$ cat src/rtl/iu_pkg.sv
package iu_pkg;

    typedef enum logic [4:0] {
        OP_NONE    = 5'd0,
        OP_ADD_Q   = 5'd1,
        OP_ADD_QV  = 5'd2,
        OP_ADD4_Q  = 5'd3,
        OP_ADD8_Q  = 5'd4,
        OP_ADD_L   = 5'd5,
        OP_ADD_LV  = 5'd6,
        OP_ADD4_L  = 5'd7,
        OP_ADD8_L  = 5'd8,
        OP_SUB_Q   = 5'd9,
        OP_SUB_QV  = 5'd10,
        OP_SUB4_Q  = 5'd11,
        OP_SUB8_Q  = 5'd12,
        OP_SUB_L   = 5'd13,
        OP_SUB_LV  = 5'd14,
        OP_SUB4_L  = 5'd15,
        OP_SUB8_L  = 5'd16,
        OP_CMP_EQ  = 5'd17,
        OP_CMP_LT  = 5'd18,
        OP_CMP_LE  = 5'd19,
        OP_CMP_ULT = 5'd20,
        OP_CMP_ULE = 5'd21
    } iu_op_e;

    typedef enum logic [2:0] {
        CMP_EQ  = 3'd0,
        CMP_LT  = 3'd1,
        CMP_LE  = 3'd2,
        CMP_ULT = 3'd3,
        CMP_ULE = 3'd4
    } iu_cmp_e;

    typedef struct packed {
        logic       valid;
        logic       is_cmp;
        logic       sub;
        logic [1:0] shamt;
        logic       longw;
        logic       chk;
        iu_cmp_e    cmp;
    } iu_ctl_t;

endpackage

$ cat src/rtl/iu_decode.sv
module iu_decode
    import iu_pkg::*;
(
    input  logic [4:0] op_i,
    output iu_ctl_t    ctl_o
);

    always_comb begin
        ctl_o       = '0;
        ctl_o.valid = 1'b1;
        ctl_o.cmp   = CMP_EQ;
        unique case (op_i)
            OP_ADD_Q:   ;
            OP_ADD_QV:  ctl_o.chk = 1'b1;
            OP_ADD4_Q:  ctl_o.shamt = 2'd2;
            OP_ADD8_Q:  ctl_o.shamt = 2'd3;
            OP_ADD_L:   ctl_o.longw = 1'b1;
            OP_ADD_LV:  begin ctl_o.longw = 1'b1; ctl_o.chk = 1'b1; end
            OP_ADD4_L:  begin ctl_o.longw = 1'b1; ctl_o.shamt = 2'd2; end
            OP_ADD8_L:  begin ctl_o.longw = 1'b1; ctl_o.shamt = 2'd3; end
            OP_SUB_Q:   ctl_o.sub = 1'b1;
            OP_SUB_QV:  begin ctl_o.sub = 1'b1; ctl_o.chk = 1'b1; end
            OP_SUB4_Q:  begin ctl_o.sub = 1'b1; ctl_o.shamt = 2'd2; end
            OP_SUB8_Q:  begin ctl_o.sub = 1'b1; ctl_o.shamt = 2'd3; end
            OP_SUB_L:   begin ctl_o.sub = 1'b1; ctl_o.longw = 1'b1; end
            OP_SUB_LV:  begin ctl_o.sub = 1'b1; ctl_o.longw = 1'b1; ctl_o.chk = 1'b1; end
            OP_SUB4_L:  begin ctl_o.sub = 1'b1; ctl_o.longw = 1'b1; ctl_o.shamt = 2'd2; end
            OP_SUB8_L:  begin ctl_o.sub = 1'b1; ctl_o.longw = 1'b1; ctl_o.shamt = 2'd3; end
            OP_CMP_EQ:  begin ctl_o.is_cmp = 1'b1; ctl_o.cmp = CMP_EQ;  end
            OP_CMP_LT:  begin ctl_o.is_cmp = 1'b1; ctl_o.cmp = CMP_LT;  end
            OP_CMP_LE:  begin ctl_o.is_cmp = 1'b1; ctl_o.cmp = CMP_LE;  end
            OP_CMP_ULT: begin ctl_o.is_cmp = 1'b1; ctl_o.cmp = CMP_ULT; end
            OP_CMP_ULE: begin ctl_o.is_cmp = 1'b1; ctl_o.cmp = CMP_ULE; end
            default:    ctl_o.valid = 1'b0;
        endcase
    end

endmodule

$ cat src/rtl/iu_arith.sv
module iu_arith #(
    parameter int W  = 64,
    parameter int LW = 32
) (
    input  logic [W-1:0] a_i,
    input  logic [W-1:0] b_i,
    input  logic [1:0]   shamt_i,
    input  logic         sub_i,
    input  logic         longw_i,
    output logic [W-1:0] res_o,
    output logic         ovf_o
);

    logic [W-1:0] scaled;
    logic [W-1:0] raw;
    logic [W-1:0] lext;

    assign scaled = a_i << shamt_i;
    assign raw    = sub_i ? (scaled - b_i) : (scaled + b_i);

    generate
        if (LW < W) begin : g_sext
            assign lext = {{(W-LW){raw[LW-1]}}, raw[LW-1:0]};
        end else begin : g_nosext
            assign lext = raw;
        end
    endgenerate

    assign res_o = longw_i ? lext : raw;

    // Sign tests on the unscaled A, as the checked forms never scale.
    logic sa, sb, sr;
    always_comb begin
        if (longw_i) begin
            sa = a_i[LW-1];
            sb = b_i[LW-1];
            sr = res_o[LW-1];
        end else begin
            sa = a_i[W-1];
            sb = b_i[W-1];
            sr = res_o[W-1];
        end
        if (sub_i) ovf_o = (sa ^ sb) & (sa ^ sr);
        else       ovf_o = ~(sa ^ sb) & (sa ^ sr);
    end

endmodule

$ cat src/rtl/iu_compare.sv
module iu_compare
    import iu_pkg::*;
#(
    parameter int W = 64
) (
    input  logic [W-1:0] a_i,
    input  logic [W-1:0] b_i,
    input  iu_cmp_e      kind_i,
    output logic         flag_o
);

    logic eq, slt, ult;
    assign eq  = (a_i == b_i);
    assign slt = ($signed(a_i) < $signed(b_i));
    assign ult = (a_i < b_i);

    always_comb begin
        unique case (kind_i)
            CMP_EQ:  flag_o = eq;
            CMP_LT:  flag_o = slt;
            CMP_LE:  flag_o = slt | eq;
            CMP_ULT: flag_o = ult;
            CMP_ULE: flag_o = ult | eq;
            default: flag_o = 1'b0;
        endcase
    end

endmodule

$ cat src/rtl/iu_addcmp.sv
module iu_addcmp
    import iu_pkg::*;
#(
    parameter int W  = 64,
    parameter int LW = 32,
    parameter int RW = 5
) (
    input  logic [W-1:0]  opa_i,
    input  logic [W-1:0]  opb_i,
    input  logic [4:0]    op_i,
    input  logic          trap_en_i,
    input  logic [RW-1:0] dst_i,
    output logic [W-1:0]  res_o,
    output logic          ovf_trap_o,
    output logic [RW-1:0] trap_dst_o
);

    iu_ctl_t      ctl;
    logic [W-1:0] arith_res;
    logic         arith_ovf;
    logic         cmp_flag;

    iu_decode u_dec (
        .op_i  (op_i),
        .ctl_o (ctl)
    );

    iu_arith #(.W(W), .LW(LW)) u_arith (
        .a_i     (opa_i),
        .b_i     (opb_i),
        .shamt_i (ctl.shamt),
        .sub_i   (ctl.sub),
        .longw_i (ctl.longw),
        .res_o   (arith_res),
        .ovf_o   (arith_ovf)
    );

    iu_compare #(.W(W)) u_cmp (
        .a_i    (opa_i),
        .b_i    (opb_i),
        .kind_i (ctl.cmp),
        .flag_o (cmp_flag)
    );

    always_comb begin
        if (!ctl.valid)      res_o = '0;
        else if (ctl.is_cmp) res_o = {{(W-1){1'b0}}, cmp_flag};
        else                 res_o = arith_res;
    end

    assign ovf_trap_o = ctl.valid & ctl.chk & trap_en_i & arith_ovf;
    assign trap_dst_o = ovf_trap_o ? dst_i : '0;

endmodule

$ cat config.mk
export PLATFORM = sky130hd
export DESIGN_NAME = iu_addcmp
export DESIGN_NICKNAME = d
export VERILOG_FILES = /design/src/rtl/iu_pkg.sv /design/src/rtl/iu_decode.sv /design/src/rtl/iu_arith.sv /design/src/rtl/iu_compare.sv /design/src/rtl/iu_addcmp.sv
export SDC_FILE = /design/constraint.sdc
export NUM_CORES = 1
export LEC_CHECK = 0
export BUFFER_PORTS_ARGS = -buffer_cell sky130_fd_sc_hd__clkbuf_2
export CAP_MARGIN = 10
export CORE_ASPECT_RATIO = 2
export CORE_UTILIZATION = 45
export DETAILED_ROUTE_END_ITERATION = 8
export PLACE_DENSITY = 0.81
export SYNTH_ARGS = -nofsm -noshare
export SYNTH_HDL_FRONTEND = slang
export SYNTH_SLANG_ARGS = --single-unit
$ cat constraint.sdc
create_clock -name vclk -period 7.52
set_clock_uncertainty 0.1 [all_clocks]
set_input_delay 1.88 -clock vclk [all_inputs]
set_output_delay 1.88 -clock vclk [all_outputs]
set_load 0.005 [all_outputs]
==> impl_results.md <==
* Outcome: finished, violations left
* Failing checks: setup timing
* Fill cell count at 1,429
* Post-Place Cell Area at 12,600 um2
* Cells after DPL at 2,121
* Chip width at 98.6 um
* Register area share after synthesis at 0
* Die height at 195 um
* Fin crit share at 1.10
* Die area at 19,200 um2
* Yosys top cell area share at 0.191
* Min Tclk post-route at 8300 ps
* I/O pin count at 209
* Final HPWL DP at 34.8 mm
* Post-synthesis xor/xnor area fraction at 0.127
* Switching power at 0.994 mW
* Max IR drop VDD at 0.0932 mV
* Global Route met3 Usage at 0.0709
* CLK BUF at 0
* Hold_buf cts at 0
* Largest family of logic cells by synthesized area: compound AO/OA/AOI/OAI gates
* WP data required at 5540 ps
* Count of cell types in the netlist at 66
* CP Max Fanout at 6
* Crit path DAT at 6320 ps
* Crit. Startpoint: opb_i[9]
* PortBufs at 209
* Critical path class: input port to output port
* Most Used Layer, Global Route: met2
* Slew HR at 0.398
* Max Fclk at 121 MHz
* GRT Util Overall at 0.425
* Fraction of layout cells with a size suffix above 1 at 0.420
* Drt total wl at 44.8 mm
* Vias at 13,600
* Clk pwr share at 0
* WL/cell at 20.6 um
* Sequential cell area at 0 um2
* Synth Net Count at 1,622
* P_int at 0.970 mW
* Min-delay src: dst_i[1]
* Setup Viol. Count Final at 42
* Met2 Usage GRT at 0.772
* Logic pwr share at 1.000
* Post-Synth Adder-Cell Area at 0.193
* Leading cell types by count after synthesis: 179 x nor2_1, 166 x nand2_1, 138 x a21oi_1
* Max_cap viols at 0
* 1st-iter DRT viols at 1,023
* Simple-Gate Fraction of Synth Area at 0.292
* RSZ-0062 raised after global routing: true
* Worst setup endpoint: trap_dst_o[2]
* Count leader, synth: nor2_1
* Multi-input gate area at 8690 um2
* Max-slew violation count at 0
* Starting density of the core at 0.459
* Switching share of power at 0.506
* Final Hold Fails at 0
* Pre-antenna DRT Iters at 6
* Initial antenna violation count at 0
* Area growth from synthesis to layout at 65.7%
* Number of diodes at 0
* DR vias/cell at 6.22
* Met1 layer usage reported by global route at 0.357
* Avg Cell Area, Syn at 6.20 um2
* Util after Layout at 0.760
* Largest net degree at the start of global routing at 33
* Slew @ Worst Pin at 903 ps
* P_leak at 7.10 nW
* Design area at 13,900 um2
* Final Non-Filler Cells at 2,178
* Post-DRT Antenna Nets at 0
* Gp weighted congestion at 1.06
* Mapped cell area at 8390 um2
* DRC at 0
* Placement row count at 70
* Global-route wire length before repair at 64.7 mm
* Congestion Overflow GR at 0
* Core area at 18,300 um2
* Ys Warns at 0
* Synth Area in Compound Gates at 0.320
* Sequential cells at 0
* HP Class: input port to output port
* Setup ws final at -779 ps
* Critical Path Source Type: input port
* Vias in the first global route at 13,400
* Area leader, netlist: ha_1
* PD cells at 141 nW/um2
* Syn Inst Count at 1,354
* Total power draw at 1.96 mW
* Final #Nets at 2,232
* Crit. End Element: output port
* Mux cell area share after synthesis at 0.00238
* Dominant cells by area after synthesis: ha_1 19%, xnor2_1 10%, a21oi_1 8.2%, nor2_1 8.0%, nand2_1 7.4%
* Sequential group share of total power at 0
==> power by group through the flow <==
stage | sequential, mW | combinational (mW) | clock (mW)
3_5_place_dp | 0 | 1.68 | 0
2_1_floorplan | 0 | 0.846 | 0
5_1_grt | 0 | 2.10 | 0
4_1_cts | 0 | 1.81 | 0
3_3_place_gp | 0 | 1.66 | 0
6_report | 0 | 1.96 | 0
==> per-stage QoR <==
step           hold WS, ps  worst slack, ps  TNS, ps
2_1_floorplan         3770             -275    -1880
3_3_place_gp          3930             -797   -22570
3_5_place_dp          3930             -930   -28370
4_1_cts               3930             -632   -15310
5_1_grt               3960            -1220   -38240
6_report              3940             -779   -21940
==> worst max-delay path, cell delays in order <==
cell	delay, ps
clkbuf_2	110
buf_4	160
nor4_2	390
nand4_2	180
buf_4	160
buf_4	130
nor3_4	230
buf_6	170
a21oi_4	70
xnor2_1	150
ha_2	390
nand4_1	140
or4_4	550
a21oi_4	130
nor3_2	60
or3_4	370
nand4_1	140
a21o_2	160
and3_4	170
o2111a_2	290
and2_4	160
clkbuf_2	100
==> worst min path at each step <==
| stage | end | slack, ps | depth (start not counted) |
|---|---|---|---|
| 6_report | trap_dst_o[1] | 3940 | 3 |
| 5_1_grt | trap_dst_o[1] | 3960 | 3 |
| 4_1_cts | trap_dst_o[1] | 3930 | 3 |
| 3_5_place_dp | trap_dst_o[1] | 3930 | 3 |
| 3_3_place_gp | trap_dst_o[2] | 3930 | 3 |
| 2_1_floorplan | trap_dst_o[0] | 3770 | 1 |
==> logic make-up (layout without fill, tap and decap cells) <==
family,Yosys count,count (layout)
AO/OA/AOI/OAI,428,428
XOR/XNOR,122,122
adder cells (fa/ha/maj),129,129
buffers and inverters,144,752
multiplexers,2,2
AND/OR/NAND/NOR,529,529
==> area by class of cell <==
type,count,area share
inverter,86,0.0232
multi-input combinational,1210,0.625
timing repair buffer,666,0.332
tap,216,0.0194
==> cells in the final DEF, fill, tap and decap left out, drive strengths merged, types with 20 or more instances in the layout <==
cell type    n
o22ai       20
nand3       27
xnor2       98
nor2       179
a21o        44
a21oi      138
a31oi       64
buf        471
nor3        22
nand4       40
clkbuf     195
ha         128
xor2        24
inv         86
nand2      166
o21ai       66
==> repair_timing <==
item | CTS | global route
setup endpoints to repair | 42 | 49
pin swaps | 79 | 74
resized for setup | 119 | 93
setup buffers | 32 | 26
==> layer usage <==
layer  up-vias  wire length (um)
met3       457              3440
met2       866             21600
met1      6105             13300
li1       6126                 -
met5         -                 0
met4         0              6480
Power figures use the tool's default switching activity.
